$ cat config.mk
export PLATFORM = sky130hd
export DESIGN_NAME = sweep_ctrl
export DESIGN_NICKNAME = d
export VERILOG_FILES = /design/src/rtl/sweep_pkg.sv /design/src/rtl/sweep_serializer.sv /design/src/rtl/sweep_stepper.sv /design/src/rtl/sweep_ctrl.sv
export SDC_FILE = /design/constraint.sdc
export NUM_CORES = 1
export LEC_CHECK = 0
export ABC_AREA = 1
export BUFFER_PORTS_ARGS = -buffer_cell sky130_fd_sc_hd__buf_4
export CORE_UTILIZATION = 36
export DETAILED_ROUTE_END_ITERATION = 10
export HOLD_SLACK_MARGIN = 0.02
export PLACE_DENSITY = 0.52
export SLEW_MARGIN = 20
export SYNTH_ARGS = -nofsm -noshare
export SYNTH_HDL_FRONTEND = slang
export SYNTH_HIERARCHICAL = 1
export SYNTH_SLANG_ARGS = --single-unit
$ cat constraint.sdc
create_clock -name clk_i -period 5 [get_ports clk_i]
set_input_delay 0.5 -clock clk_i [delete_from_list [all_inputs] [get_ports clk_i]]
set_output_delay 0.5 -clock clk_i [all_outputs]
set_load 0.01 [all_outputs]
$ cat src/rtl/sweep_pkg.sv
package sweep_pkg;
  localparam int unsigned CTRL_W = 8;
  // control byte: bit0 multiplier enable, bit1 reserved, bit2 power-down, bits7:3 phase
  localparam logic [CTRL_W-1:0] CTRL_BYTE = 8'h01;

  typedef enum logic [2:0] {
    ST_IDLE, ST_SHIFT, ST_SETTLE, ST_REQ, ST_WAIT
  } sweep_state_e;

  typedef enum logic [1:0] {
    SER_IDLE, SER_LOW, SER_HIGH, SER_LOAD
  } ser_state_e;
endpackage

$ cat src/rtl/sweep_serializer.sv
module sweep_serializer
  import sweep_pkg::*;
#(
  parameter int unsigned FRAME_W = 40,
  parameter int unsigned CLK_DIV = 2
) (
  input  logic               clk_i,
  input  logic               rst_ni,
  input  logic               go_i,
  input  logic [FRAME_W-1:0] frame_i,
  output logic               sclk_o,
  output logic               sdata_o,
  output logic               load_o,
  output logic               done_o
);
  localparam int unsigned CNT_W = (CLK_DIV < 2) ? 1 : $clog2(CLK_DIV);
  localparam int unsigned IDX_W = $clog2(FRAME_W);
  localparam logic [CNT_W-1:0] CNT_LAST = CNT_W'(CLK_DIV - 1);
  localparam logic [IDX_W-1:0] IDX_LAST = IDX_W'(FRAME_W - 1);

  ser_state_e         state_q;
  logic [CNT_W-1:0]   cnt_q;
  logic [IDX_W-1:0]   idx_q;
  logic [FRAME_W-1:0] shreg_q;

  always_ff @(posedge clk_i or negedge rst_ni) begin
    if (!rst_ni) begin
      state_q <= SER_IDLE;
      cnt_q   <= '0;
      idx_q   <= '0;
      shreg_q <= '0;
      sclk_o  <= 1'b0;
      sdata_o <= 1'b0;
      load_o  <= 1'b0;
    end else begin
      unique case (state_q)
        SER_IDLE: if (go_i) begin
          shreg_q <= frame_i;
          sdata_o <= frame_i[0];
          idx_q   <= '0;
          cnt_q   <= '0;
          state_q <= SER_LOW;
        end
        SER_LOW: if (cnt_q == CNT_LAST) begin
          cnt_q   <= '0;
          sclk_o  <= 1'b1;
          state_q <= SER_HIGH;
        end else cnt_q <= cnt_q + 1'b1;
        SER_HIGH: if (cnt_q == CNT_LAST) begin
          cnt_q  <= '0;
          sclk_o <= 1'b0;
          if (idx_q == IDX_LAST) begin
            load_o  <= 1'b1;
            sdata_o <= 1'b0;
            state_q <= SER_LOAD;
          end else begin
            idx_q   <= idx_q + 1'b1;
            shreg_q <= shreg_q >> 1;
            sdata_o <= shreg_q[1];
            state_q <= SER_LOW;
          end
        end else cnt_q <= cnt_q + 1'b1;
        SER_LOAD: if (cnt_q == CNT_LAST) begin
          cnt_q   <= '0;
          load_o  <= 1'b0;
          state_q <= SER_IDLE;
        end else cnt_q <= cnt_q + 1'b1;
        default: state_q <= SER_IDLE;
      endcase
    end
  end

  assign done_o = (state_q == SER_LOAD) && (cnt_q == CNT_LAST);

  AST_SDATA_SCLK_LOW: assert property (@(posedge clk_i) disable iff (!rst_ni)
    $changed(sdata_o) |-> !sclk_o);
  AST_LOAD_SCLK_LOW: assert property (@(posedge clk_i) disable iff (!rst_ni)
    load_o |-> !sclk_o);
endmodule

$ cat src/rtl/sweep_stepper.sv
module sweep_stepper #(
  parameter int unsigned FTW_W = 32
) (
  input  logic             clk_i,
  input  logic             rst_ni,
  input  logic             init_i,
  input  logic             adv_i,
  input  logic [FTW_W-1:0] start_word_i,
  input  logic [FTW_W-1:0] step_word_i,
  input  logic [FTW_W-1:0] stop_word_i,
  output logic [FTW_W-1:0] word_o,
  output logic             last_o
);
  logic [FTW_W-1:0] cur_q, step_q, stop_q;
  logic [FTW_W:0]   sum;

  always_ff @(posedge clk_i or negedge rst_ni) begin
    if (!rst_ni) begin
      cur_q  <= '0;
      step_q <= '0;
      stop_q <= '0;
    end else if (init_i) begin
      cur_q  <= start_word_i;
      step_q <= step_word_i;
      stop_q <= stop_word_i;
    end else if (adv_i) begin
      cur_q <= sum[FTW_W-1:0];
    end
  end

  assign sum    = {1'b0, cur_q} + {1'b0, step_q};
  // carry out, overshoot or a zero step all end the sweep
  assign last_o = sum[FTW_W] || (sum[FTW_W-1:0] > stop_q) || (step_q == '0);
  assign word_o = cur_q;

  AST_ADV_NOT_LAST: assert property (@(posedge clk_i) disable iff (!rst_ni)
    adv_i |-> !last_o);
  AST_NO_OVERSHOOT: assert property (@(posedge clk_i) disable iff (!rst_ni)
    adv_i |=> (word_o <= stop_q));
endmodule

$ cat src/rtl/sweep_ctrl.sv
module sweep_ctrl
  import sweep_pkg::*;
#(
  parameter int unsigned FTW_W         = 32,
  parameter int unsigned CLK_DIV       = 2,
  parameter int unsigned SETTLE_CYCLES = 8
) (
  input  logic             clk_i,
  input  logic             rst_ni,
  input  logic             start_i,
  input  logic [FTW_W-1:0] start_word_i,
  input  logic [FTW_W-1:0] step_word_i,
  input  logic [FTW_W-1:0] stop_word_i,
  output logic             sclk_o,
  output logic             sdata_o,
  output logic             load_o,
  output logic             meas_req_o,
  input  logic             meas_ack_i,
  output logic             busy_o,
  output logic             done_o
);
  localparam int unsigned FRAME_W = FTW_W + CTRL_W;
  localparam int unsigned SET_W   = (SETTLE_CYCLES < 2) ? 1 : $clog2(SETTLE_CYCLES);
  localparam logic [SET_W-1:0] SET_LAST = SET_W'(SETTLE_CYCLES - 1);

  sweep_state_e     state_q;
  logic [SET_W-1:0] set_cnt_q;
  logic             go_q, done_q;
  logic             init, adv, last, ser_done;
  logic [FTW_W-1:0] word;

  assign init = (state_q == ST_IDLE) && start_i;
  assign adv  = (state_q == ST_WAIT) && meas_ack_i && !last;

  sweep_stepper #(.FTW_W(FTW_W)) u_stepper (
    .clk_i        (clk_i),
    .rst_ni       (rst_ni),
    .init_i       (init),
    .adv_i        (adv),
    .start_word_i (start_word_i),
    .step_word_i  (step_word_i),
    .stop_word_i  (stop_word_i),
    .word_o       (word),
    .last_o       (last)
  );

  sweep_serializer #(.FRAME_W(FRAME_W), .CLK_DIV(CLK_DIV)) u_ser (
    .clk_i   (clk_i),
    .rst_ni  (rst_ni),
    .go_i    (go_q),
    .frame_i ({CTRL_BYTE, word}),
    .sclk_o  (sclk_o),
    .sdata_o (sdata_o),
    .load_o  (load_o),
    .done_o  (ser_done)
  );

  always_ff @(posedge clk_i or negedge rst_ni) begin
    if (!rst_ni) begin
      state_q   <= ST_IDLE;
      set_cnt_q <= '0;
      go_q      <= 1'b0;
      done_q    <= 1'b0;
    end else begin
      go_q <= 1'b0;
      unique case (state_q)
        ST_IDLE: if (start_i) begin
          state_q <= ST_SHIFT;
          go_q    <= 1'b1;
          done_q  <= 1'b0;
        end
        ST_SHIFT: if (ser_done) begin
          set_cnt_q <= '0;
          state_q   <= ST_SETTLE;
        end
        ST_SETTLE: if (set_cnt_q == SET_LAST) state_q <= ST_REQ;
                   else set_cnt_q <= set_cnt_q + 1'b1;
        ST_REQ: state_q <= ST_WAIT;
        ST_WAIT: if (meas_ack_i) begin
          if (last) begin
            state_q <= ST_IDLE;
            done_q  <= 1'b1;
          end else begin
            state_q <= ST_SHIFT;
            go_q    <= 1'b1;
          end
        end
        default: state_q <= ST_IDLE;
      endcase
    end
  end

  assign meas_req_o = (state_q == ST_REQ);
  assign busy_o     = (state_q != ST_IDLE);
  assign done_o     = done_q;

  AST_REQ_PULSE: assert property (@(posedge clk_i) disable iff (!rst_ni)
    meas_req_o |=> !meas_req_o);
  AST_DONE_NOT_BUSY: assert property (@(posedge clk_i) disable iff (!rst_ni)
    done_o |-> !busy_o);
  AST_IDLE_QUIET: assert property (@(posedge clk_i) disable iff (!rst_ni)
    !busy_o |-> (!sclk_o && !load_o));
  AST_REQ_NO_SHIFT: assert property (@(posedge clk_i) disable iff (!rst_ni)
    meas_req_o |-> (!sclk_o && !load_o));
endmodule

After elaboration in Yosys (flattened, before gate mapping)
Cells that the tools add are included.
- register bits: 156
- bits of input ports: 100
- output and inout bits: 6
- logic and storage cells: 112
- add/subtract/negate cells: 4
- magnitude comparators: 1
- eq/ne operators: 21
- muxes and demuxes: 46
- reduce and logical (&&, ||, !) cells: 26
- operators by type and width (operator ; count):
    40-bit 2-to-1 mux ; 3
    40-bit case mux with 2 select lines ; 1
    32-bit 2-to-1 mux ; 2
    32-bit by 32-bit adder with 33-bit output ; 1
    32-bit > comparator ; 1
    32-bit zero test ; 1
    4-bit AND reduction ; 5
    3-bit 2-to-1 mux ; 6
    6-bit 2-to-1 mux ; 3
    1-bit 2-to-1 mux ; 16
    2-bit != test, second input constant ; 8
    3-bit case mux with 5 select lines ; 1
    1-bit case mux with 2 select lines ; 6
    6-bit case mux with 2 select lines ; 1
    2-bit nonzero test ; 6
    2-bit 2-to-1 mux ; 5
    3-bit AND reduction ; 3
    2-bit by 1-bit != test with 1-bit output, second input constant ; 4
    2-bit case mux with 4 select lines ; 1
    6-bit by 1-bit adder with 6-bit output, second input constant ; 1
    3-bit by 2-bit == test with 1-bit output, second input constant ; 2
    3-bit == test, second input constant ; 2
    6-bit == test, second input constant ; 1
    3-bit case mux with 2 select lines ; 1
    12 further kinds ; 17

Depth between registers and ports, before layout
- depth in word-level cells: 8
- gate-level depth with buffers: 28
- mapped depth without buffers: 27

By module
The synthesis kept the hierarchy.
- by module, submodules not included (module ; times used ; cells an instance ; area each (sq um) ; sequential area each (sq um)):
    sweep_stepper ; 1 ; 1062 ; 7145.6 ; 2402.3
    sweep_serializer ; 1 ; 332 ; 2722.6 ; 1276.2
    sweep_ctrl ; 1 ; 64 ; 460.4 ; 200.2

Worst setup path after synthesis
OpenSTA, ideal clock, no wires.
- kind: register to register
- start: reg u_stepper.cur_q[0] (netlist: u_stepper/word_o[0])
- end: reg u_stepper.cur_q[29] (netlist: u_stepper/word_o[29])
- setup time: 0.067 ns
- arrival: 3.555 ns
- required time: 4.933 ns
- slack: 1.378 ns
- cell stages (with the launch flop): 27
- buffers on the path: 1
- period minus slack after synthesis: 3.622 ns
- cells stage by stage: dfrtp_1 ha_1 fa_1 nand3_1 nand3_2 nand2_1 nand2_1 nand2_1 nand2_2 nand2_2 nand3_1 and2_1 ha_1 nand4_1 nor3_1 and3_1 nand4_1 nand2_1 nand2_1 inv_1 nand2_1 nor2_1 inv_1 nor2_1 clkbuf_1 nand3_1 nand2_1
- cells in the longest elaborated chain, start to end: 7
- elaborated cells on any way between the ends: 9
- those cells by class: add/sub: 1; order compare: 1; mux: 2; reduce/logical: 5
- RTL lines (element ; line ; source):
    from (decl) ; sweep_stepper.sv:14 ; logic [FTW_W-1:0] cur_q, step_q, stop_q;
    from (signal assigned) ; sweep_stepper.sv:23 ; cur_q <= start_word_i;
    from (signal assigned) ; sweep_stepper.sv:27 ; cur_q <= sum[FTW_W-1:0];
    32-bit by 32-bit adder with 33-bit output * ; sweep_stepper.sv:31 ; assign sum = {1'b0, cur_q} + {1'b0, step_q};
    32-bit > comparator ; sweep_stepper.sv:33 ; assign last_o = sum[FTW_W] || (sum[FTW_W-1:0] > stop_q) || (step_q == '0);
    1-bit logical OR * (2 in a row) ; sweep_stepper.sv:33 ;
    named net last ; sweep_ctrl.sv:29 ; logic init, adv, last, ser_done;
    1-bit zero test * ; sweep_ctrl.sv:33 ; assign adv = (state_q == ST_WAIT) && meas_ack_i && !last;
    1-bit logical AND * ; sweep_ctrl.sv:33 ;
    named net adv ; sweep_ctrl.sv:29 ;
    2-bit nonzero test (no source line) * ; n/a ;
The timed path passes the listed nets; every way through them passes the cells marked *. The select of a mux whose other input is x is not followed.
A chain may end at the register's enable or synchronous reset.

Final worst setup path
- start: reg u_stepper.cur_q[6] (netlist: u_stepper/word_o[6])
- end: reg u_stepper.cur_q[4] (netlist: u_stepper/word_o[4])
The elaborated chain is that of the path after synthesis.

==> out/results.env <==
OUTCOME='finished, final reports clean'
MAXCAPVIOLCOUNT=0
FIN_CRIT_NS=4.59
DETAIL_ROUTE.VIAS_PER_CELL=4.66
CLK_PIN_SLEW_NS=0.07
GRT.TOTAL_USAGE=0.211
INITIAL_CORE_UTIL=0.369
RSZ0062_AT_GRT='no'
SYNTH_AREA_LEADER_CELL='sky130_fd_sc_hd__dfrtp_1'
HPWLAFTERDP_MM=22.6
MAX_SLEW.WORST_PIN.SLEW_NS=0.889
P_SW_FRAC=0.507
CTS_BUFFER_DEPTH=2
POWER.SHARE.SEQUENTIAL=0.239
PATH_COMMON_CELL='sky130_fd_sc_hd__nand2_1'
LAYOUT.CELLS.MOST_COMMON='sky130_fd_sc_hd__nand2_1'
YOSYS-TOP-CELLS-AREA='sky130_fd_sc_hd__dfrtp_1 38%, sky130_fd_sc_hd__nand2_1 19%, sky130_fd_sc_hd__inv_1 8.8%'
GRTUSAGEMET1=0.278
CELL_ROW_COUNT=61
TRITONCTS_CLOCK_TREE='yes'
NETLIST.AREA_LEADER.SHARE=0.376
DIE-AREA_UM2=29400
CRITICAL_PATH_CLASS='flip-flop to flip-flop'
SYNTHCELLS=1458
POSTROUTEWIRELENGTH_MM=29.1
SHARE_OF_POWER_BURNED_IN_COMBINATIONAL_LOGIC=0.619
TOP_LEVEL_PORTS=106
SLEW_HEADROOM=0.407
PORT_BUFFERS=105
WL_PER_CELL_UM=14.9
DRCVIOLATIONCOUNT=0
POWER_DENSITY_nW_PER_UM2=761
CP-END-KIND='flip-flop'
GRT_ANTENNA_BEFORE_REPAIR=0
HIGHEST_COUNT_CELLS_IN_THE_LAYOUT_IGNORING_FILL_AND_TAPS='515 x sky130_fd_sc_hd__nand2_1, 241 x sky130_fd_sc_hd__inv_1, 155 x sky130_fd_sc_hd__dfrtp_1'
NUM_VIAS=9074
POWER_LEAKAGE_nW=6.50
GRT_USE_MET3=0.0322
POST_CTS_BUFFERS=0
YOSYSWARNINGS=6
INITIAL_DRC_COUNT=743
FP.DIEW_UM=171
CRITICAL_PATH.N_BUFFERS_INVERTERS=5
DETAIL_ROUTE.FIRST_PASS.ITERATIONS=5
CP_TOP_FAMILY='simple AND/OR/NAND/NOR gates'
HOLD_VIOLATIONS=0
POWER.IR.VDD_WORST_mV=0.276
ASYNCSETRESETFLOPFRACSYNTH=1.00
YOSYS_REG_BITS=155
GLOBALROUTE.BUSIESTLAYER='met2'
DRTANTENNAVIOLNETS=0
FINALCRITPERIODSHARE=0.918
SYN-CELL-AREA_UM2=10300
HOLD_PATH_CLASS='input port to asynchronous set/reset pin'
CLKSINKCOUNT=155
DIEHEIGHT_UM=171
PLACE.GP.CONGESTION=0.890
NUMBER_OF_BUFFERS_CREATED_BY_CTS=17
GRT_FIRST_PASS_WIRELENGTH_MM=47.4
COUNT_OF_CELLS_RESIZED_BY_POST_CTS_REPAIR=0
WORST_STAGE_DELAY_ON_THE_CRITICAL_PATH_NS=0.40
CORE_AREA_UM2=28000
GRT_USE_MET2=0.362
PINS_OVER_THEIR_SLEW_LIMIT=0
YS_DOMINANT_REG_CELL='sky130_fd_sc_hd__dfrtp_1'
CTS-HOLD-FIX-BUFFERS=0
DP.CELLS=1915
CTS_ROOT_BUF='sky130_fd_sc_hd__clkbuf_16'
VIAS_IN_THE_FIRST_GLOBAL_ROUTE=8971
GRT_START_MAX_NET_PINS=88
REPORT.FINAL.SETUP_VIOL=0
WORSTPATHREQUIRED_NS=5.35
SYNTH.DISTINCT_CELLS=45
P_INT_mW=4.51
FMAX_MHz=218
SYNTH.YOSYS.SEQ_AREA_SHARE=0.376
SWITCHINGPOWER_mW=4.63
SYNTHTOLAYOUTAREAGROWTH_PCT=16.4
CRIT_SLOWEST_CELL='sky130_fd_sc_hd__dfrtp_1'
AVGSYNTHCELLAREA_UM2=7.08
NET_TOTAL_IN_THE_FINAL_LAYOUT=1724
STARTPOINT_TYPE='flip-flop'
GLOBALROUTE.TOTALOVERFLOW=0
WORSTPATHARRIVAL_NS=4.94
SHARE_CLK_OF_TOTAL_POWER=0.142
WORST_SKEW_PAIR.LATE_LATENCY_NS=0.44
FINAL_TNS_SETUP_NS=0
SYNTH-EDFF-COUNT=0
FINAL_CELL_COUNT_NO_FILL=1947
TIMING.CLOCK.SKEW_NS=0.0139
N_ANTENNA_CELL=0
HTREE_NUM_LEVELS=4
CRITPATHMAXFANOUT=16
FINAL_LAYOUT_SIZE_SUFFIX_GT1_FRAC=0.137
==> stage by stage <==
stage	utilization	total power [mW]	hold WS, ns	area [um2]	setup slack [ns]
final	0.429	9.14	0.146	12000	0.412
after global placement	0.408	7.81	0.475	11400	0.548
after global routing	0.429	10.2	0.211	12000	0.0439
after CTS	0.429	9.23	0.176	12000	0.471
after floorplan	-	6.39	0.204	10400	1.38
after detailed placement	0.408	7.87	0.486	11400	0.504
==> final cells by class <==
class / instances / area, um2
clock buffers: 18 / 439
inverters: 244 / 918
multi-input cells: 1025 / 5320
repair buffers: 113 / 852
well taps: 378 / 473
flip-flops and latches: 155 / 3880
fillers: 2941 / 16000
clock inverters: 14 / 139
==> layer usage <==
metal	wire (um)	vias up
met5	0	-
met4	410	0
li1	-	4743
met1	13800	4164
met2	13900	145
met3	932	22
==> worst register-to-register path, delay by kind of cell, from the launching register on <==
family | cells | cell delay (ns)
AO/OA/AOI/OAI | 2 | 0.40
adder cells (fa/ha/maj) | 2 | 0.67
buffers and inverters | 5 | 0.75
flip-flops | 1 | 0.40
AND/OR/NAND/NOR | 16 | 2.26
==> cell usage after synthesis, types with 2 or more instances <==
master,number
sky130_fd_sc_hd__inv_2,2
sky130_fd_sc_hd__nor3_1,9
sky130_fd_sc_hd__clkbuf_2,2
sky130_fd_sc_hd__ha_1,67
sky130_fd_sc_hd__a21o_1,2
sky130_fd_sc_hd__nand2_2,24
sky130_fd_sc_hd__nand3_1,55
sky130_fd_sc_hd__buf_2,7
sky130_fd_sc_hd__a22oi_1,23
sky130_fd_sc_hd__and2_1,15
sky130_fd_sc_hd__xor2_1,11
sky130_fd_sc_hd__clkbuf_1,21
sky130_fd_sc_hd__nand3b_1,3
sky130_fd_sc_hd__nor2_2,5
sky130_fd_sc_hd__buf_1,2
sky130_fd_sc_hd__nor4_1,4
sky130_fd_sc_hd__xnor2_1,4
sky130_fd_sc_hd__inv_1,241
sky130_fd_sc_hd__buf_12,2
sky130_fd_sc_hd__nand2_4,3
sky130_fd_sc_hd__conb_1,2
sky130_fd_sc_hd__a21oi_1,36
sky130_fd_sc_hd__o21ai_2,22
sky130_fd_sc_hd__nand3_2,7
sky130_fd_sc_hd__dfrtp_1,155
sky130_fd_sc_hd__o21ai_0,107
sky130_fd_sc_hd__nor2_1,65
sky130_fd_sc_hd__o21ai_1,16
sky130_fd_sc_hd__o211ai_1,4
sky130_fd_sc_hd__o21bai_1,4
sky130_fd_sc_hd__nand2_1,515
sky130_fd_sc_hd__buf_8,2
sky130_fd_sc_hd__buf_6,4
sky130_fd_sc_hd__nand4_1,6
==> kinds of logic (layout without fill, tap and decap cells) <==
kind of cell | Yosys count | after routing | share of synthesized area
other | 2 | 8 | 0.000727
and+or+nand+nor | 717 | 717 | 0.293
adders and majority gates | 68 | 68 | 0.0831
buffers and inverters | 284 | 389 | 0.113
AOI/OAI and AO/OA | 217 | 217 | 0.122
DFF | 155 | 155 | 0.376
xor gates and xnor gates | 15 | 15 | 0.0127
==> final timing paths <==
| path | slack [ns] | depth (start not counted) | from | endpoint |
|---|---|---|---|---|
| hold reg to reg | 0.49 | 2 | u_ser/shreg_q[1] | u_ser/shreg_q[1] |
| max in group asynchronous | 3.81 | 2 | rst_ni | u_stepper/word_o[23] |
| setup / recovery | 0.41 | 25 | u_stepper/word_o[6] | u_stepper/word_o[4] |
| hold / removal | 0.15 | 1 | rst_ni | u_ser/shreg_q[3] |
| min in group clk_i | 0.26 | 3 | step_word_i[29] | u_stepper/step_q[29] |
| setup reg to reg | 0.41 | 25 | u_stepper/word_o[6] | u_stepper/word_o[4] |
==> power by group through the flow <==
| stage | Combinational (mW) | Clock [mW] | Sequential (mW) |
|---|---|---|---|
| detailed placement | 5.66 | 0 | 2.21 |
| CTS | 5.69 | 1.34 | 2.19 |
| finish | 5.65 | 1.30 | 2.19 |
| global route | 6.54 | 1.40 | 2.25 |
| global placement | 5.60 | 0 | 2.21 |
| floorplan | 4.31 | 0 | 2.09 |
==> sequential cells by signal, indices dropped and copies added (netlist names) <==
signal,cells
done_o,1
go_q,1
set_cnt_q,3
state_q,3
u_ser/cnt_q,1
u_ser/idx_q,6
u_ser/load_o,1
u_ser/sclk_o,1
u_ser/sdata_o,1
u_ser/shreg_q,39
u_ser/state_q,2
u_stepper/step_q,32
u_stepper/stop_q,32
u_stepper/word_o,32
No activity file was read; power rests on OpenSTA's default activity.
